### src/rtl/clkreg_pkg.sv
package clkreg_pkg;
  localparam int DW      = 8;
  localparam int IW      = 7;
  localparam int NTIME   = 7;
  localparam int NALARM  = 3;

  localparam logic [IW-1:0] IX_CTL_A = 7'd10;
  localparam logic [IW-1:0] IX_CTL_B = 7'd11;
  localparam logic [IW-1:0] IX_CTL_C = 7'd12;
  localparam logic [IW-1:0] IX_CTL_D = 7'd13;

  localparam logic [DW-1:0] RST_A = 8'h26;
  localparam logic [DW-1:0] RST_B = 8'h02;
  localparam logic [DW-1:0] RST_C = 8'h00;
  localparam logic [DW-1:0] RST_D = 8'h80;

  // index of the k-th time byte: sec, min, hr, wday, mday, mon, year
  function automatic logic [IW-1:0] time_slot(input int k);
    return (k < 3) ? IW'(2 * k) : IW'(k + 3);
  endfunction

  // index of the k-th alarm byte: sec, min, hr
  function automatic logic [IW-1:0] alarm_slot(input int k);
    return IW'(2 * k + 1);
  endfunction

  function automatic logic is_time_idx(input logic [IW-1:0] ix);
    return (ix == 7'd0) || (ix == 7'd2) || (ix == 7'd4) ||
           ((ix >= 7'd6) && (ix <= 7'd9));
  endfunction

  function automatic logic is_ctl_idx(input logic [IW-1:0] ix);
    return (ix >= IX_CTL_A) && (ix <= IX_CTL_D);
  endfunction

  // stored value of B after a host write: set mode forces bit 4 low
  function automatic logic [DW-1:0] b_filter(input logic [DW-1:0] din);
    return din[7] ? (din & 8'hEF) : din;
  endfunction
endpackage

### src/rtl/clkreg_ctrl.sv
module clkreg_ctrl
  import clkreg_pkg::*;
(
  input  logic          clk,
  input  logic          rst_n,
  input  logic          wr_a,
  input  logic          wr_b,
  input  logic [DW-1:0] wdata,
  input  logic          rd_c,
  input  logic          evt_per,
  input  logic          evt_alm,
  input  logic          evt_upd,
  input  logic          uip_set,
  input  logic          upd_done,
  output logic [DW-1:0] reg_a,
  output logic [DW-1:0] reg_b,
  output logic [DW-1:0] reg_c,
  output logic [DW-1:0] reg_d,
  output logic          set_leave
);
  logic          uip_q;
  logic [6:0]    a_low_q;
  logic [DW-1:0] b_q;
  logic [DW-1:0] c_q;
  logic [2:0]    ev_vec;
  logic [2:0]    en_vec;
  logic [DW-1:0] c_next;

  assign ev_vec    = {evt_per, evt_alm, evt_upd};
  assign en_vec    = {b_q[6], b_q[5], b_q[4]};
  assign set_leave = wr_b && !wdata[7] && b_q[7];

  always_comb begin
    c_next      = rd_c ? '0 : c_q;
    c_next[6:4] = c_next[6:4] | ev_vec;
    c_next[7]   = c_next[7] | (|(ev_vec & en_vec));
  end

  always_ff @(posedge clk) begin
    if (!rst_n) begin
      uip_q   <= RST_A[7];
      a_low_q <= RST_A[6:0];
      b_q     <= RST_B;
      c_q     <= RST_C;
    end else begin
      if (wr_a) a_low_q <= wdata[6:0];
      if (wr_b) b_q <= b_filter(wdata);
      if (wr_b && wdata[7])      uip_q <= 1'b0;
      else if (upd_done)         uip_q <= 1'b0;
      else if (uip_set && !b_q[7]) uip_q <= 1'b1;
      c_q <= c_next;
    end
  end

  assign reg_a = {uip_q, a_low_q};
  assign reg_b = b_q;
  assign reg_c = c_q;
  assign reg_d = RST_D;
endmodule

### src/rtl/clkreg_store.sv
module clkreg_store
  import clkreg_pkg::*;
#(
  parameter int DEPTH = 128
) (
  input  logic               clk,
  input  logic               rst_n,
  input  logic               wr_en,
  input  logic [IW-1:0]      idx,
  input  logic [DW-1:0]      wdata,
  input  logic               eng_load,
  input  logic [NTIME*DW-1:0] eng_time,
  output logic [DW-1:0]      rd_byte,
  output logic [NTIME*DW-1:0] time_out,
  output logic [NALARM*DW-1:0] alarm_out
);
  logic [DW-1:0] mem [DEPTH];

  always_ff @(posedge clk) begin
    if (!rst_n) begin
      for (int i = 0; i < DEPTH; i++) mem[i] <= '0;
    end else begin
      if (eng_load)
        for (int k = 0; k < NTIME; k++) mem[time_slot(k)] <= eng_time[k*DW +: DW];
      if (wr_en) mem[idx] <= wdata;
    end
  end

  assign rd_byte = mem[idx];

  for (genvar k = 0; k < NTIME; k++) begin : g_time
    assign time_out[k*DW +: DW] = mem[time_slot(k)];
  end
  for (genvar k = 0; k < NALARM; k++) begin : g_alarm
    assign alarm_out[k*DW +: DW] = mem[alarm_slot(k)];
  end
endmodule

### src/rtl/clkreg_host_port.sv
module clkreg_host_port
  import clkreg_pkg::*;
#(
  parameter int DEPTH = 128
) (
  input  logic                 clk,
  input  logic                 rst_n,
  input  logic                 host_wr,
  input  logic                 host_rd,
  input  logic                 host_addr,
  input  logic [DW-1:0]        host_wdata,
  output logic [DW-1:0]        host_rdata,
  output logic                 irq_o,
  output logic [DW-1:0]        ctl_a_o,
  output logic [DW-1:0]        ctl_b_o,
  output logic [NALARM*DW-1:0] alarm_o,
  output logic [NTIME*DW-1:0]  time_o,
  output logic                 tload_o,
  input  logic                 eng_uip_i,
  input  logic                 eng_upd_i,
  input  logic [NTIME*DW-1:0]  eng_time_i,
  input  logic                 evt_periodic_i,
  input  logic                 evt_alarm_i,
  input  logic                 evt_update_i
);
  logic [IW-1:0] idx_q;
  logic [DW-1:0] rdata_q;
  logic          tload_q;
  logic [DW-1:0] reg_a, reg_b, reg_c, reg_d, mem_byte;

  // named access events
  logic wr_idx_ev, wr_dat_ev, rd_dat_ev;
  logic wr_a_ev, wr_b_ev, rd_c_ev, wr_mem_ev, wr_time_ev;
  logic set_mode, set_leave, eng_load;

  assign wr_idx_ev  = host_wr && !host_addr;
  assign wr_dat_ev  = host_wr && host_addr;
  assign rd_dat_ev  = host_rd && host_addr;
  assign wr_a_ev    = wr_dat_ev && (idx_q == IX_CTL_A);
  assign wr_b_ev    = wr_dat_ev && (idx_q == IX_CTL_B);
  assign rd_c_ev    = rd_dat_ev && (idx_q == IX_CTL_C);
  assign wr_mem_ev  = wr_dat_ev && !is_ctl_idx(idx_q);
  assign wr_time_ev = wr_dat_ev && is_time_idx(idx_q);
  assign set_mode   = reg_b[7];
  assign eng_load   = eng_upd_i && !set_mode;

  clkreg_ctrl u_ctrl (
    .clk      (clk),
    .rst_n    (rst_n),
    .wr_a     (wr_a_ev),
    .wr_b     (wr_b_ev),
    .wdata    (host_wdata),
    .rd_c     (rd_c_ev),
    .evt_per  (evt_periodic_i),
    .evt_alm  (evt_alarm_i),
    .evt_upd  (evt_update_i),
    .uip_set  (eng_uip_i),
    .upd_done (eng_upd_i),
    .reg_a    (reg_a),
    .reg_b    (reg_b),
    .reg_c    (reg_c),
    .reg_d    (reg_d),
    .set_leave(set_leave)
  );

  clkreg_store #(.DEPTH(DEPTH)) u_store (
    .clk      (clk),
    .rst_n    (rst_n),
    .wr_en    (wr_mem_ev),
    .idx      (idx_q),
    .wdata    (host_wdata),
    .eng_load (eng_load),
    .eng_time (eng_time_i),
    .rd_byte  (mem_byte),
    .time_out (time_o),
    .alarm_out(alarm_o)
  );

  always_ff @(posedge clk) begin
    if (!rst_n) begin
      idx_q   <= '0;
      rdata_q <= '0;
      tload_q <= 1'b0;
    end else begin
      if (wr_idx_ev) idx_q <= host_wdata[IW-1:0];
      if (host_rd) begin
        if (!host_addr) rdata_q <= 8'hFF;
        else begin
          case (idx_q)
            IX_CTL_A: rdata_q <= reg_a;
            IX_CTL_B: rdata_q <= reg_b;
            IX_CTL_C: rdata_q <= reg_c;
            IX_CTL_D: rdata_q <= reg_d;
            default:  rdata_q <= mem_byte;
          endcase
        end
      end
      tload_q <= (wr_time_ev && !set_mode) || set_leave;
    end
  end

  assign host_rdata = rdata_q;
  assign tload_o    = tload_q;
  assign irq_o      = reg_c[7];
  assign ctl_a_o    = reg_a;
  assign ctl_b_o    = reg_b;
endmodule

### config.mk
export PLATFORM = sky130hd
export DESIGN_NAME = clkreg_host_port
export DESIGN_NICKNAME = d
export VERILOG_FILES = /design/src/rtl/clkreg_pkg.sv /design/src/rtl/clkreg_ctrl.sv /design/src/rtl/clkreg_store.sv /design/src/rtl/clkreg_host_port.sv
export SDC_FILE = /design/constraint.sdc
export NUM_CORES = 2
export LEC_CHECK = 0
export ABC_AREA = 0
export BUFFER_PORTS_ARGS = -buffer_cell sky130_fd_sc_hd__buf_2
export CORE_UTILIZATION = 62
export DETAILED_ROUTE_END_ITERATION = 7
export PLACE_DENSITY = 0.79
export SKIP_LAST_GASP = 1
export SLEW_MARGIN = 40
export SYNTH_ARGS = -nofsm -noshare
export SYNTH_HDL_FRONTEND = slang
export SYNTH_SLANG_ARGS = --single-unit
### constraint.sdc
create_clock -name clk -period 3.4 [get_ports clk]
set_clock_uncertainty 0.1 [all_clocks]
set_input_delay 0.17 -clock clk [delete_from_list [all_inputs] [get_ports clk]]
set_output_delay 0.17 -clock clk [all_outputs]
set_load 0.1 [all_outputs]
==> key figures <==
Timing
  – Final critical-path required period: 3180 ps
  – Worst slew margin relative to its limit: 0.377
  – Final count of pins violating max slew: 0
  – Endpoints failing setup: 0
  – Slew at the pin with the worst max-slew slack: 934 ps
  – Maximum clock frequency: around 0.31 GHz
  – Fraction of the cycle the final worst path needs: 0.934
  – Final TNS setup: 0 ps
  – Unrepaired setup endpoints after global routing: false
  – Final hold violation count: 0

Clocking
  – Cell at the root of the clock tree: sky130_fd_sc_hd__clkbuf_16
  – Number of gates given a new drive strength after cts: 0
  – # clock sinks: 1067
  – Largest buffer count on any clock path: 3
  – Clock transition time at the flip-flop clock pins of the worst setup and hold paths: ~60 ps
  – Total number of H-tree levels: 3
  – Insertion delay to the later sink of the worst-skew pair: 710 ps
  – Post-CTS setup-driven buffer insertion count: 0
  – CTS tree: done
  – Hold bufs inserted after CTS: 63
  – TritonCTS Buffers: 106

Critical path
  – Type of destination of the critical path: register
  – Number of buffer and inverter instances along the worst setup path: 3
  – R2r worst-path depth: 7
  – Crit path kind: register to register
  – Biggest cell delay along the critical path: 670 ps
  – End of the worst register-to-register path: u_ctrl.uip_q
  – CP top delay family: simple AND/OR/NAND/NOR gates
  – CP Max Fanout: 11
  – Kind of start point of the critical path: register
  – Reg-to-reg critical path startpoint: idx_q[6]
  – Worst path required time: 3930 ps
  – Arrival time of data at the critical path endpoint: 3710 ps
  – Most prevalent standard cell on the critical path: sky130_fd_sc_hd__buf_4
  – Worst setup slack for register-to-register paths: 220 ps
  – Worst-path cell with the longest stage delay: sky130_fd_sc_hd__or3_1
  – Cells traversed along the worst timing path: buf_4, nand2b_1, or3_1, nor3_2, buf_4, a2111oi_0, dlygate4sd3_1

Final layout
  – Area growth syn-to-layout: 13.6%
  – Share of layout cells above drive strength 1: 0.213
  – Area taken by flip-flops and latches: 31600 µm²
  – Area used by multi-input combinational logic: 16600 µm²
  – Layout fillers: 4911
  – Number of nets at the end of the flow: 3870

Yosys
  – Number of flops mapped to enable cells by yosys: 1024
  – Instance count of the mapped netlist: 3597
  – Post-synthesis async set-or-reset flop share: 0
  – Ys Warns: 0
  – Flop and latch count out of synthesis: 1067
  – Syn Area/Cell: approximately 14 µm²
  – Predominant post-synthesis flop cell: sky130_fd_sc_hd__edfxtp_1
  – Post-synthesis sequential area ratio: 0.634
  – Count of distinct cell types in the synthesized netlist: 69
  – Post-synth design cell area: between 40000 and 50000 µm²

Routing
  – DRT antenna net count: 0
  – Avg Vias per Cell: 6.88
  – Final routed DRC violation total: 0
  – Detailed Routing Iterations Pass 1: 6
  – Detailed-route via count: 33981
  – WL final: 150 mm
  – Starting DRT DRC Count: 5901
  – Post-detailed-route wirelength per cell: just over 30 µm

Die
  – Die height: 286 µm
  – I/O pin cnt: 180
  – Area enclosed by the die boundary: 81600 µm²
  – Die outline width: 286 µm
  – Effective utilization at floorplan: 0.629
  – Total number of placement rows: about 100
  – Standard cell core area: 79300 µm²

Hold path
  – Worst hold path startpoint: host_wdata[5]
  – Depth of the worst hold-timing path: 3
  – Hold worst-path end: u_ctrl.reg_b[5]
  – Kind of path behind the tightest hold check: input pin to register

Flow run
  – Max-cap violation count: 0

Placed design
  – Detailed-placement wirelength estimate: 97.1 mm
  – Global placer's final weighted congestion: 0.998
  – Number of port buffers: between 150 and 200

GRT
  – Maximum number of pins on one net before global-route repair: 132
  – Via count of the first global-routing pass: 32761
  – GRT Resource Usage Total: 0.369
  – First-pass GRT wire length: 219 mm
  – Initial antenna violation count: 6
  – Gr ovfl total: 0

Power
  – Overall power consumption: 29.8 mW
  – Leak Pwr: 22.6 nW
  – Worst supply voltage drop on vdd: 0.435 mV
  – Power per Cell Area: 526 nW/µm²

Outcome
  – Run status: complete, no violations
[synth_stat cells (all sizes together) (37+ instances only)]
library cell / count / area [µm²]
a21oi: 37 / 185
a22oi: 41 / 308
and2: 217 / 1360
and3: 613 / 3830
buf: 115 / 857
clkbuf: 281 / 1050
dfxtp: 43 / 861
edfxtp: 1024 / 30700
mux2i: 72 / 721
mux4: 236 / 5410
nand2: 336 / 1260
nor2: 169 / 649
nor3: 69 / 372
o21ai: 121 / 606
[worst max-delay path by stage]
stage / start / cells after the start / end / slack, ps
6_report: idx_q[6] / 7 / u_ctrl.uip_q / 220
5_1_grt: idx_q[6] / 7 / u_ctrl.uip_q / 130
4_1_cts: idx_q[6] / 7 / u_ctrl.uip_q / 350
3_5_place_dp: idx_q[6] / 6 / u_store.mem[9][6] / 360
3_3_place_gp: idx_q[6] / 6 / u_store.mem[9][6] / 350
2_1_floorplan: idx_q[4] / 8 / u_store.mem[100][0] / 730
[worst register-to-register path, stage by stage (launching register included)]
cell and delay, ps:
sky130_fd_sc_hd__dfxtp_1 360, sky130_fd_sc_hd__buf_4 220, sky130_fd_sc_hd__nand2b_1 360, sky130_fd_sc_hd__or3_1 670, sky130_fd_sc_hd__nor3_2 130, sky130_fd_sc_hd__buf_4 230
sky130_fd_sc_hd__a2111oi_0 430, sky130_fd_sc_hd__dlygate4sd3_1 610
[layout by cell type (no fill, tap or decap), drive strengths merged, types with 41 or more instances in the layout]
cell	instances
o21ai	121
dfxtp	43
mux2i	72
edfxtp	1024
nor2	169
dlygate4sd3	63
buf	393
nor3	69
clkbuf	143
and3	613
mux4	236
a22oi	41
nand2	336
and2	217
[flip-flops by register name, summed over array words and instances, names as in the netlist, named ones only]
name and count:
u_ctrl.reg_b 8, tload_o 1, u_store.mem 1024, host_rdata 8, idx_q 7, u_ctrl.a_low_q 7
u_ctrl.reg_c 4, u_ctrl.uip_q 1
[power breakdown]
group / leakage (nW) / internal, mW / switching (mW)
Combinational: 9.98 / 0.810 / 2.04
Clock: 1.69 / 6.76 / 5.10
Sequential: 10.9 / 14.9 / 0.247
Total: 22.6 / 22.4 / 7.38
[cell families after synthesis]
logic type,share of synthesized area
compound gates,0.0391
mux,0.126
buf+inv,0.0394
simple gates,0.162
other cells,0.0000752
xor+xnor,0.000176
flops,0.634
[through the flow]
step           worst slack [ps]  hold WS [ps]  instance area, µm²  cells  utilization
2_1_floorplan               726           153               50000   3628            -
3_3_place_gp                351           249               52400   4670        0.661
3_5_place_dp                364           260               52500   4674        0.663
4_1_cts                     349          25.8               56600   4932        0.714
5_1_grt                     126          39.8               56600   4935        0.715
6_report                    223          29.4               56700   4936        0.715
[per-layer routing]
metal / vias up / wire length (µm) / GRT usage
li1: 14043 / - / -
met1: 16681 / 53000 / 0.508
met2: 2836 / 69200 / 0.561
met3: 419 / 21000 / 0.0957
met4: 2 / 6770 / 0.160
met5: - / 12 / 0
[cell type report]
cell class	instances	area share
Sequential cell	1067	0.558
Multi-Input combinational cell	2151	0.293
Timing Repair Buffer	456	0.0634
Clock buffer	143	0.0513
Tap cell	1050	0.0232
Clock inverter	52	0.00981
Inverter	14	0.00102
Antenna cell	3	0.000133
Note: power is estimated with default switching activity, not from simulation.
